[config.mk]
export PLATFORM = sky130hd
export DESIGN_NAME = ptmr_core
export DESIGN_NICKNAME = d
export VERILOG_FILES = /design/src/rtl/ptmr_pkg.sv /design/src/rtl/ptmr_interval.sv /design/src/rtl/ptmr_oneshot.sv /design/src/rtl/ptmr_irq.sv /design/src/rtl/ptmr_bytebank.sv /design/src/rtl/ptmr_core.sv
export SDC_FILE = /design/constraint.sdc
export NUM_CORES = 1
export LEC_CHECK = 0
export ABC_AREA = 1
export BUFFER_PORTS_ARGS = -buffer_cell sky130_fd_sc_hd__buf_2
export CAP_MARGIN = 40
export CELL_PAD_IN_SITES_DETAIL_PLACEMENT = 0
export CELL_PAD_IN_SITES_GLOBAL_PLACEMENT = 1
export CORE_MARGIN = 2
export CORE_UTILIZATION = 48
export DETAILED_ROUTE_END_ITERATION = 16
export GPL_ROUTABILITY_DRIVEN = 1
export PLACE_DENSITY = 0.93
export REMOVE_ABC_BUFFERS = 1
export SYNTH_ARGS = -nofsm -noshare
export SYNTH_HDL_FRONTEND = slang
export SYNTH_SLANG_ARGS = --single-unit
[constraint.sdc]
create_clock -name clk -period 4.31 [get_ports clk]
set_input_delay 0.6465 -clock clk [delete_from_list [all_inputs] [get_ports clk]]
set_output_delay 0.6465 -clock clk [all_outputs]
set_load 0.005 [all_outputs]
[src/rtl/ptmr_pkg.sv]
package ptmr_pkg;

    localparam int DW    = 8;
    localparam int CW    = 16;
    localparam int IDX_W = 4;
    localparam int FW    = 7;

    typedef enum logic [IDX_W-1:0] {
        IX_PB   = 4'd0,
        IX_PA   = 4'd1,
        IX_DB   = 4'd2,
        IX_DA   = 4'd3,
        IX_T1CL = 4'd4,
        IX_T1CH = 4'd5,
        IX_T1LL = 4'd6,
        IX_T1LH = 4'd7,
        IX_T2L  = 4'd8,
        IX_T2H  = 4'd9,
        IX_SHF  = 4'd10,
        IX_AUX  = 4'd11,
        IX_PCTL = 4'd12,
        IX_FLG  = 4'd13,
        IX_ENA  = 4'd14,
        IX_PANH = 4'd15
    } reg_idx_e;

    localparam int FB_SHIFT = 2;
    localparam int FB_T2    = 5;
    localparam int FB_T1    = 6;

    localparam logic [FW-1:0] IRQ_SRC_MASK = (FW'(1) << FB_T1) | (FW'(1) << FB_SHIFT);

    localparam int NPLAIN = 8;
    localparam int SLOT_W = $clog2(NPLAIN);

    typedef struct packed {
        logic     rd;
        logic     wr;
        reg_idx_e idx;
        logic [DW-1:0] data;
    } bus_req_t;

    typedef struct packed {
        logic valid;
        logic [SLOT_W-1:0] slot;
    } slot_t;

    function automatic slot_t plain_slot(input reg_idx_e idx);
        slot_t s;
        s.valid = 1'b1;
        case (idx)
            IX_PB:   s.slot = 3'd0;
            IX_PA:   s.slot = 3'd1;
            IX_DB:   s.slot = 3'd2;
            IX_DA:   s.slot = 3'd3;
            IX_SHF:  s.slot = 3'd4;
            IX_AUX:  s.slot = 3'd5;
            IX_PCTL: s.slot = 3'd6;
            IX_PANH: s.slot = 3'd7;
            default: begin
                s.valid = 1'b0;
                s.slot  = 3'd0;
            end
        endcase
        return s;
    endfunction

    function automatic logic t1_continuous(input logic [DW-1:0] aux);
        return aux[7:6] == 2'b01;
    endfunction

endpackage

[src/rtl/ptmr_interval.sv]
module ptmr_interval #(
    parameter int CW = 16
) (
    input  logic          clk,
    input  logic          rst,
    input  logic          tick,
    input  logic          lat_lo_we,
    input  logic          lat_hi_we,
    input  logic          load,
    input  logic [CW/2-1:0] wbyte,
    output logic [CW-1:0] count,
    output logic [CW-1:0] latch,
    output logic          zero_hit
);
    localparam int HW = CW / 2;

    logic [CW-1:0] latch_nx;
    logic [CW-1:0] count_nx;

    always_comb begin
        latch_nx = latch;
        if (lat_lo_we) latch_nx[HW-1:0]  = wbyte;
        if (lat_hi_we) latch_nx[CW-1:HW] = wbyte;
    end

    always_comb begin
        count_nx = count;
        if (load) begin
            count_nx = latch_nx;
        end else if (tick) begin
            if (count == '1) count_nx = latch;
            else             count_nx = count - 1'b1;
        end
    end

    assign zero_hit = tick && !load && (count_nx == '0);

    always_ff @(posedge clk) begin
        if (rst) begin
            latch <= '1;
            count <= '1;
        end else begin
            latch <= latch_nx;
            count <= count_nx;
        end
    end

    p_reload_r3: assert property (@(posedge clk) disable iff (rst)
        (tick && !load && count == '1) |=> count == $past(latch));
    p_zero_wrap_r3: assert property (@(posedge clk) disable iff (rst)
        (tick && !load && count == '0) |=> count == '1);
    p_hold_r3: assert property (@(posedge clk) disable iff (rst)
        (!tick && !load) |=> $stable(count));
    p_load_r4: assert property (@(posedge clk) disable iff (rst)
        (load && lat_hi_we) |=> count[CW-1:HW] == $past(wbyte));

endmodule

[src/rtl/ptmr_oneshot.sv]
module ptmr_oneshot #(
    parameter int CW = 16
) (
    input  logic          clk,
    input  logic          rst,
    input  logic          tick,
    input  logic          lo_we,
    input  logic          hi_we,
    input  logic [CW/2-1:0] wbyte,
    output logic [CW-1:0] count
);
    localparam int HW = CW / 2;

    logic [HW-1:0] lo_hold;

    always_ff @(posedge clk) begin
        if (rst) begin
            lo_hold <= '0;
            count   <= '1;
        end else begin
            if (lo_we) lo_hold <= wbyte;
            if (hi_we)     count <= {wbyte, lo_hold};
            else if (tick) count <= count - 1'b1;
        end
    end

    p_t2_dec_r11: assert property (@(posedge clk) disable iff (rst)
        (tick && !hi_we) |=> count == $past(count) - 1'b1);
    p_t2_lo_only_r11: assert property (@(posedge clk) disable iff (rst)
        (!tick && !hi_we) |=> $stable(count));

endmodule

[src/rtl/ptmr_irq.sv]
module ptmr_irq #(
    parameter int FW = 7
) (
    input  logic          clk,
    input  logic          rst,
    input  logic [FW-1:0] set_vec,
    input  logic [FW-1:0] clr_vec,
    input  logic          ena_we,
    input  logic [FW:0]   ena_wdata,
    input  logic [FW-1:0] src_mask,
    output logic [FW-1:0] flags,
    output logic [FW-1:0] enables,
    output logic          any_pend,
    output logic          irq
);
    logic [FW-1:0] flags_nx;
    logic [FW-1:0] ena_nx;

    always_comb begin
        flags_nx = (flags & ~clr_vec) | set_vec;
        ena_nx   = enables;
        if (ena_we) begin
            if (ena_wdata[FW]) ena_nx = enables | ena_wdata[FW-1:0];
            else               ena_nx = enables & ~ena_wdata[FW-1:0];
        end
    end

    always_ff @(posedge clk) begin
        if (rst) begin
            flags   <= '0;
            enables <= '0;
        end else begin
            flags   <= flags_nx;
            enables <= ena_nx;
        end
    end

    assign any_pend = |(flags & enables);
    assign irq      = |(flags & enables & src_mask);

    p_set_wins_r12: assert property (@(posedge clk) disable iff (rst)
        (set_vec != '0) |=> ((flags & $past(set_vec)) == $past(set_vec)));
    p_clear_r8: assert property (@(posedge clk) disable iff (rst)
        (clr_vec != '0 && set_vec == '0) |=> ((flags & $past(clr_vec)) == '0));
    p_ena_set_r9: assert property (@(posedge clk) disable iff (rst)
        (ena_we && ena_wdata[FW]) |=> ((enables & $past(ena_wdata[FW-1:0])) == $past(ena_wdata[FW-1:0])));
    p_ena_clr_r9: assert property (@(posedge clk) disable iff (rst)
        (ena_we && !ena_wdata[FW]) |=> ((enables & $past(ena_wdata[FW-1:0])) == '0));

endmodule

[src/rtl/ptmr_bytebank.sv]
module ptmr_bytebank #(
    parameter int N  = 8,
    parameter int DW = 8
) (
    input  logic                  clk,
    input  logic                  rst,
    input  logic [N-1:0]          we_vec,
    input  logic [DW-1:0]         wdata,
    output logic [N-1:0][DW-1:0]  q
);
    for (genvar g = 0; g < N; g++) begin : g_byte
        always_ff @(posedge clk) begin
            if (rst)            q[g] <= '0;
            else if (we_vec[g]) q[g] <= wdata;
        end
    end

    p_onehot_we_r2: assert property (@(posedge clk) disable iff (rst) $onehot0(we_vec));

endmodule

[src/rtl/ptmr_core.sv]
module ptmr_core
    import ptmr_pkg::*;
#(
    parameter int ADDR_W  = 13,
    parameter int IDX_LSB = 9
) (
    input  logic              clk,
    input  logic              rst,
    input  logic              tick,
    input  logic              shift_done,
    input  logic              rd_en,
    input  logic              wr_en,
    input  logic [ADDR_W-1:0] addr,
    input  logic [DW-1:0]     wdata,
    output logic [DW-1:0]     rdata,
    output logic              irq
);
    localparam int HW = CW / 2;

    bus_req_t req;
    slot_t    sl;

    assign req.rd   = rd_en;
    assign req.wr   = wr_en;
    assign req.idx  = reg_idx_e'(addr[IDX_LSB+IDX_W-1:IDX_LSB]);
    assign req.data = wdata;
    assign sl       = plain_slot(req.idx);

    // plain storage bytes
    logic [NPLAIN-1:0]         plain_we;
    logic [NPLAIN-1:0][DW-1:0] plain_q;

    always_comb begin
        plain_we = '0;
        if (req.wr && sl.valid) plain_we[sl.slot] = 1'b1;
    end

    ptmr_bytebank #(.N(NPLAIN), .DW(DW)) u_bank (
        .clk    (clk),
        .rst    (rst),
        .we_vec (plain_we),
        .wdata  (req.data),
        .q      (plain_q)
    );

    logic [DW-1:0] aux_q;
    assign aux_q = plain_q[5];

    // interval timer
    logic          t1_lo_we, t1_hi_we, t1_load, t1_hit;
    logic [CW-1:0] t1_count, t1_latch;

    assign t1_lo_we = req.wr && (req.idx == IX_T1CL || req.idx == IX_T1LL);
    assign t1_hi_we = req.wr && (req.idx == IX_T1CH || req.idx == IX_T1LH);
    assign t1_load  = req.wr && (req.idx == IX_T1CH);

    ptmr_interval #(.CW(CW)) u_t1 (
        .clk       (clk),
        .rst       (rst),
        .tick      (tick),
        .lat_lo_we (t1_lo_we),
        .lat_hi_we (t1_hi_we),
        .load      (t1_load),
        .wbyte     (req.data),
        .count     (t1_count),
        .latch     (t1_latch),
        .zero_hit  (t1_hit)
    );

    // down counter
    logic [CW-1:0] t2_count;

    ptmr_oneshot #(.CW(CW)) u_t2 (
        .clk   (clk),
        .rst   (rst),
        .tick  (tick),
        .lo_we (req.wr && req.idx == IX_T2L),
        .hi_we (req.wr && req.idx == IX_T2H),
        .wbyte (req.data),
        .count (t2_count)
    );

    // flags and enables
    logic [FW-1:0] set_vec, clr_vec, flags, enables;
    logic          any_pend;

    always_comb begin
        set_vec = '0;
        set_vec[FB_T1]    = t1_hit && t1_continuous(aux_q);
        set_vec[FB_SHIFT] = shift_done;
    end

    always_comb begin
        clr_vec = '0;
        if (req.rd) begin
            if (req.idx == IX_T1CL) clr_vec[FB_T1]    = 1'b1;
            if (req.idx == IX_SHF)  clr_vec[FB_SHIFT] = 1'b1;
            if (req.idx == IX_T2L)  clr_vec[FB_T2]    = 1'b1;
        end
        if (req.wr) begin
            if (req.idx == IX_T1CH || req.idx == IX_T1LH) clr_vec[FB_T1] = 1'b1;
            if (req.idx == IX_FLG) clr_vec = clr_vec | req.data[FW-1:0];
        end
    end

    ptmr_irq #(.FW(FW)) u_irq (
        .clk       (clk),
        .rst       (rst),
        .set_vec   (set_vec),
        .clr_vec   (clr_vec),
        .ena_we    (req.wr && req.idx == IX_ENA),
        .ena_wdata (req.data),
        .src_mask  (IRQ_SRC_MASK),
        .flags     (flags),
        .enables   (enables),
        .any_pend  (any_pend),
        .irq       (irq)
    );

    // read mux
    always_comb begin
        rdata = '0;
        if (req.rd) begin
            case (req.idx)
                IX_T1CL: rdata = t1_count[HW-1:0];
                IX_T1CH: rdata = t1_count[CW-1:HW];
                IX_T1LL: rdata = t1_latch[HW-1:0];
                IX_T1LH: rdata = t1_latch[CW-1:HW];
                IX_T2L:  rdata = t2_count[HW-1:0];
                IX_T2H:  rdata = t2_count[CW-1:HW];
                IX_FLG:  rdata = {any_pend, flags};
                IX_ENA:  rdata = {1'b1, enables};
                default: rdata = plain_q[sl.slot];
            endcase
        end
    end

    p_excl_r2: assert property (@(posedge clk) disable iff (rst) !(rd_en && wr_en));
    p_mode_gate_r5: assert property (@(posedge clk) disable iff (rst)
        (!t1_continuous(aux_q) && !shift_done) |=> !$rose(flags[FB_T1]));
    p_rdclr_r6: assert property (@(posedge clk) disable iff (rst)
        (rd_en && req.idx == IX_T1CL && !set_vec[FB_T1]) |=> !flags[FB_T1]);
    p_shift_r7: assert property (@(posedge clk) disable iff (rst)
        shift_done |=> flags[FB_SHIFT]);

endmodule

# Word-level counts from Yosys, hierarchy flattened

Index checks and enable logic that the tools add are counted.

Multiplexer cells: 26
Eq/ne operators: 17
Add/sub/neg operators: 2
Order comparisons: 2
Bitwise gates (word level): 8
Reductions and logical operators: 20

Operator list:

| cell                  | number |
|---|---|
| $mux 16               | 5 |
| $pmux 8 s8            | 1 |
| $mux 8                | 5 |
| $eq 4x4->1 const B    | 8 |
| $sub 16x1->16 const B | 2 |
| $bmux 8 s3            | 1 |
| $and 7x7->7           | 3 |
| $mux 7                | 3 |
| $or 7x7->7            | 3 |
| $pmux 3 s7            | 1 |
| $eq 16x16->1 const B  | 1 |
| $eq 4x3->1 const B    | 4 |
| $logic_not 16->1      | 1 |
| $not 7->7             | 2 |
| $logic_and 1x1->1     | 11 |
| $eq 4x2->1 const B    | 2 |
| $mux 1                | 8 |
| $reduce_or 8->1       | 1 |
| $reduce_or 7->1       | 1 |
| $eq 4x1->1 const B    | 1 |
| $logic_not 4->1       | 1 |
| $lt 3x4->1 const B    | 1 |
| $demux 1 s3           | 1 |
| $ge 3x1->1 const B    | 1 |
| other kinds (6)       | 7 |

Output and inout port bits: 9
Flip-flop bits (word level): 134
Word-level logic and storage cells: 89
Bits of input ports: 27

# Longest topological paths before layout

Depth after elaboration: 11
Mapped depth: 16

# By module

Synthesis repeated with hierarchy kept, for this count alone.

Cells, all modules: 1363
Area, all modules: 8294.2 um^2

Modules (own cells, without submodules):

| module        | area an instance (um^2) | cells each | times used |
|---|---|---|---|
| ptmr_bytebank | 2561.2                  | 351        | 1 |
| ptmr_interval | 2059.5                  | 358        | 1 |
| ptmr_core     | 1720.4                  | 384        | 1 |
| ptmr_oneshot  | 1340.0                  | 179        | 1 |
| ptmr_irq      | 613.1                   | 91         | 1 |

# Worst setup path after synthesis

OpenSTA, ideal clock, no wires.

Kind: input to output
From: input addr[11]
To: output rdata[7]
Path buffers: 2
Arrival time: 1.948 ns
Data required time: 3.664 ns
Cell stages on the path: 12
Setup slack: 1.716 ns
Cell sequence: buf_4 inv_2 nor2_4 inv_1 nand3_1 inv_1 buf_2 o21ai_0 o22ai_1 inv_1 nand3_1 a21oi_1

Longest elaborated chain between the ends: 6
Elaborated cells between the ends (all ways): 20
Those cells by class: eq/ne: 15; mux: 5

Ends and longest elaborated chain:

| what                               | line             | text |
|---|---|---|
| start, declared                    | ptmr_core.sv:13  | `input logic [ADDR_W-1:0] addr,` |
| $eq 4x4->1 (tied with other cells) | ptmr_pkg.sv:51   | `case (idx)` |
| $pmux 3 s7                         | ptmr_pkg.sv:51   |  |
| $bmux 8 s3                         | ptmr_core.sv:133 | `default: rdata = plain_q[sl.slot];` |
| $mux 8 (implied by the code)       | ptmr_core.sv:133 |  |
| $pmux 8 s8 *                       | ptmr_core.sv:124 | `case (req.idx)` |
| $mux 8 *                           | ptmr_core.sv:123 | `if (req.rd) begin` |
| end, declared                      | ptmr_core.sv:15  | `output logic [DW-1:0] rdata,` |

Every way passes the cells marked *; elsewhere a longest branch is shown, timed or not. The select of a mux whose other input is x is not followed.

# Worst setup path after layout

From: input addr[10]
To: output rdata[6]

The elaborated chain is that of the path after synthesis.

==> key figures <==
STA
  • Post-layout minimum cycle time: between 3000 and 4000 ps
  • Max-slew violations: 0
  • Crit share post-route: 76.5%
  • Slew headroom: 48.0%
  • Final hold vios: 0
  • Slew @ Worst Pin: between 700 and 800 ps
  • Clk_skew: 5.35 ps
  • Total negative slack: 0 ps
  • Unrepaired setup endpoints after global routing: false
  • # setup viols final: 0
  • Worst Slack Setup Final: 1010 ps
  • Fmax: 0.303 GHz

Drt
  • Antenna viol nets, final: 0
  • DR iter-0 viols: 831
  • Routed WL: 22,900 µm
  • Vias after detailed routing: around 7,400
  • Avg WL per Cell: 17.8 µm
  • DR pass1 iterations: 7
  • Number of remaining DRC errors: 0
  • Vias per cell: about 5.7

Worst setup path
  • Critical path endpoint: rdata[6]
  • Worst r2r dst: u_irq.flags[6]$_SDFF_PP0_
  • Worst R2R Start: u_t1.count[8]$_SDFF_PP1_
  • FF-to-FF setup slack: 1880 ps
  • Worst-path maximum fanout: 12
  • Critical Path AT: 2650 ps
  • Reg2Reg Depth: 15
  • WP data required: 3660 ps
  • Worst Setup End Kind: output port
  • Worst Setup Start Kind: input pin
  • Setup CP Type: in -> out
  • Worst Setup SP: addr[10]

Yosys
  • Post-Syn Area: ~7200 µm²
  • Ys flop type: dfxtp_1
  • Synth Instances: 1,090
  • Post-Syn Area per Cell: 6.62 µm²
  • Async S/R FF share, synth: 0%
  • Synth Warn #: 0
  • Post-synth EDFFs: 0
  • Post-synthesis sequential area ratio: 37.2%
  • Synthesized flop and latch total: 134
  • Synth unique cells: 42

Power
  • P per Cell Area: 409 nW/µm²
  • Maximum VDD drop: 0.000269 V
  • Leak: 0.00341 µW

Floorplan
  • # IOs: 36
  • Starting Density: 49.5%
  • Die ar.: 16,000 µm²
  • Row count: 44
  • Core area: 14,600 µm²
  • Die Wd: 127 µm
  • Die Y: roughly 130 µm

GRT
  • Initial antenna violation count: 0
  • First-pass GRT wire length: 36,500 µm
  • Largest net degree at the start of global routing: 49
  • GRT overflow: 0
  • Vias in the first global route: 6,792
  • Total GRT Usage: 29.1%

Place
  • Port Buffer Count: 26
  • Worst slack at placement: 1110 ps
  • RePlAce Congestion: ~0.92
  • Post-DP HPWL: 15,500 µm

CTS
  • Htree depth: 4
  • Clk_lat worst skew: 420 ps
  • Post-CTS Resized: 0
  • # hold bufs at CTS: 0
  • Clk buf depth: 2
  • Num CTS Buffers: 17
  • Clk sink count: 134
  • Root Buffer: clkbuf_16
  • CTS tree: done
  • Post-CTS Setup Bufs: 0
  • Clock Pin Slew Worst Setup and Hold Paths: about 60 ps

Layout
  • Share of cells above drive strength 1: 9.05%
  • Synth-to-layout area growth: 11.4%
  • Fin nets: 1,123
  • Diode count: 0

Hold path
  • Hold Crit Class: reg -> reg

Outcome
  • Status: finished clean

Run
  • Max-cap violations: 0
cell usage after synthesis, types with 2 or more instances:
cell type  number  area share (%)
nand2_1       260              14
a21oi_1       141             9.8
inv_1         140             7.3
dfxtp_1       134              37
o21ai_0        98             6.8
nand3_1        64             4.4
nor2_1         63             3.3
clkbuf_1       32             1.7
o22ai_1        19             1.6
o211ai_1       17             1.8
inv_2          12            0.62
a221oi_1       11             1.3
buf_2          10            0.69
nand4_1         7            0.61
nand2_2         6            0.52
nor2_4          6            0.94
o2111ai_1       6            0.73
xor2_1          6            0.73
nor3_1          5            0.35
o21ai_1         5            0.35
o221ai_1        4            0.49
o311ai_0        4            0.49
xnor2_1         4            0.49
buf_4           3            0.31
buf_6           3            0.47
ha_1            3            0.52
nand2_4         3            0.47
nand3_2         3            0.42
a31oi_1         2            0.17
buf_1           2            0.10
nand3b_1        2            0.21
nor2_2          2            0.17
nor4_1          2            0.17
o32ai_1         2            0.24
or2_2           2            0.17
worst max-delay path, cell delays in order:
cell,delay [ps]
buf_2,150
inv_2,110
nand2_2,100
nor2_1,310
inv_1,280
o22ai_1,210
a21oi_1,90
o21ai_0,140
nor4_1,80
nor3_1,360
buf_2,190
registers in the layout, indices dropped and copies added (netlist names), named ones only:
name          count
u_bank.q         64
u_irq.flags       7
u_t1.count       16
u_t1.latch       16
u_t2.count       16
u_t2.lo_hold      8
cell families after synthesis:
family | count (synthesis) | synth area share, %
simple gates | 428 | 25.7
fa+ha+maj | 3 | 0.520
buf+inv | 204 | 11.3
compound gates | 311 | 24.1
xor+xnor | 10 | 1.21
flops | 134 | 37.2
worst min-delay path by stage:
stage                                    startpoint                         to  cells after the start
after detailed placement  u_bank.q[21]$_SDFFE_PP0P_  u_bank.q[21]$_SDFFE_PP0P_                      2
after global placement     u_bank.q[8]$_SDFFE_PP0P_   u_bank.q[8]$_SDFFE_PP0P_                      2
after floorplan           u_bank.q[16]$_SDFFE_PP0P_  u_bank.q[16]$_SDFFE_PP0P_                      2
final                     u_bank.q[17]$_SDFFE_PP0P_  u_bank.q[17]$_SDFFE_PP0P_                      2
after CTS                 u_bank.q[21]$_SDFFE_PP0P_  u_bank.q[21]$_SDFFE_PP0P_                      2
after global routing      u_bank.q[23]$_SDFFE_PP0P_  u_bank.q[23]$_SDFFE_PP0P_                      2
metrics by stage:
step           hold WS, ps  std cells  utilization, %  area [µm²]  power [µW]
2_1_floorplan          426       1039               -        6980        1570
4_1_cts                445       1289            55.1        8040        3280
6_report               448       1289            55.1        8040        3290
3_3_place_gp           432       1256            50.7        7390        1710
3_5_place_dp           436       1258            50.8        7410        1720
5_1_grt                462       1289            55.1        8040        3390
metal layers:
layer | vias up | global-route usage (%) | wire (µm)
li1 | 3616 | - | -
met1 | 3413 | 40.3 | 10200
met2 | 316 | 44.9 | 10100
met3 | 54 | 6.50 | 2070
met4 | 0 | 10.3 | 563
met5 | - | 0 | 0
cell usage in the layout, fill, tap and decap left out, types with 3 or more instances in the layout:
master and instances:
nand3_2 3, o311ai_0 4, ha_1 3, o221ai_1 4, a221oi_1 11, nand3_1 64, bufinv_16 5, clkbuf_1 4
nor2_4 6, o2111ai_1 6, nand4_1 7, buf_2 26, nand2_4 3, nor3_1 5, nand2_2 6, o21ai_0 98
xor2_1 6, nand2_1 260, clkbuf_16 17, a21oi_1 141, nor2_1 63, o211ai_1 17, inv_2 13, o22ai_1 19
xnor2_1 4, buf_4 8, o21ai_1 5, inv_1 139, dfxtp_1 134
layout make-up:
type | instances | area (µm²)
clock buffers | 22 | 454
clock inverters | 9 | 175
fillers | 1462 | 6550
inverters | 153 | 574
multi-input cells | 752 | 3720
flip-flops and latches | 134 | 2680
well taps | 184 | 230
repair buffers | 35 | 205
power breakdown:
group          internal (µW)  total [µW]  leakage, µW  switching [µW]
combinational            113         384      0.00202             271
sequential              1280        1320      0.00109            39.7
clock                   1040        1580     0.000300             545
No activity file was read; power rests on OpenSTA's default activity.
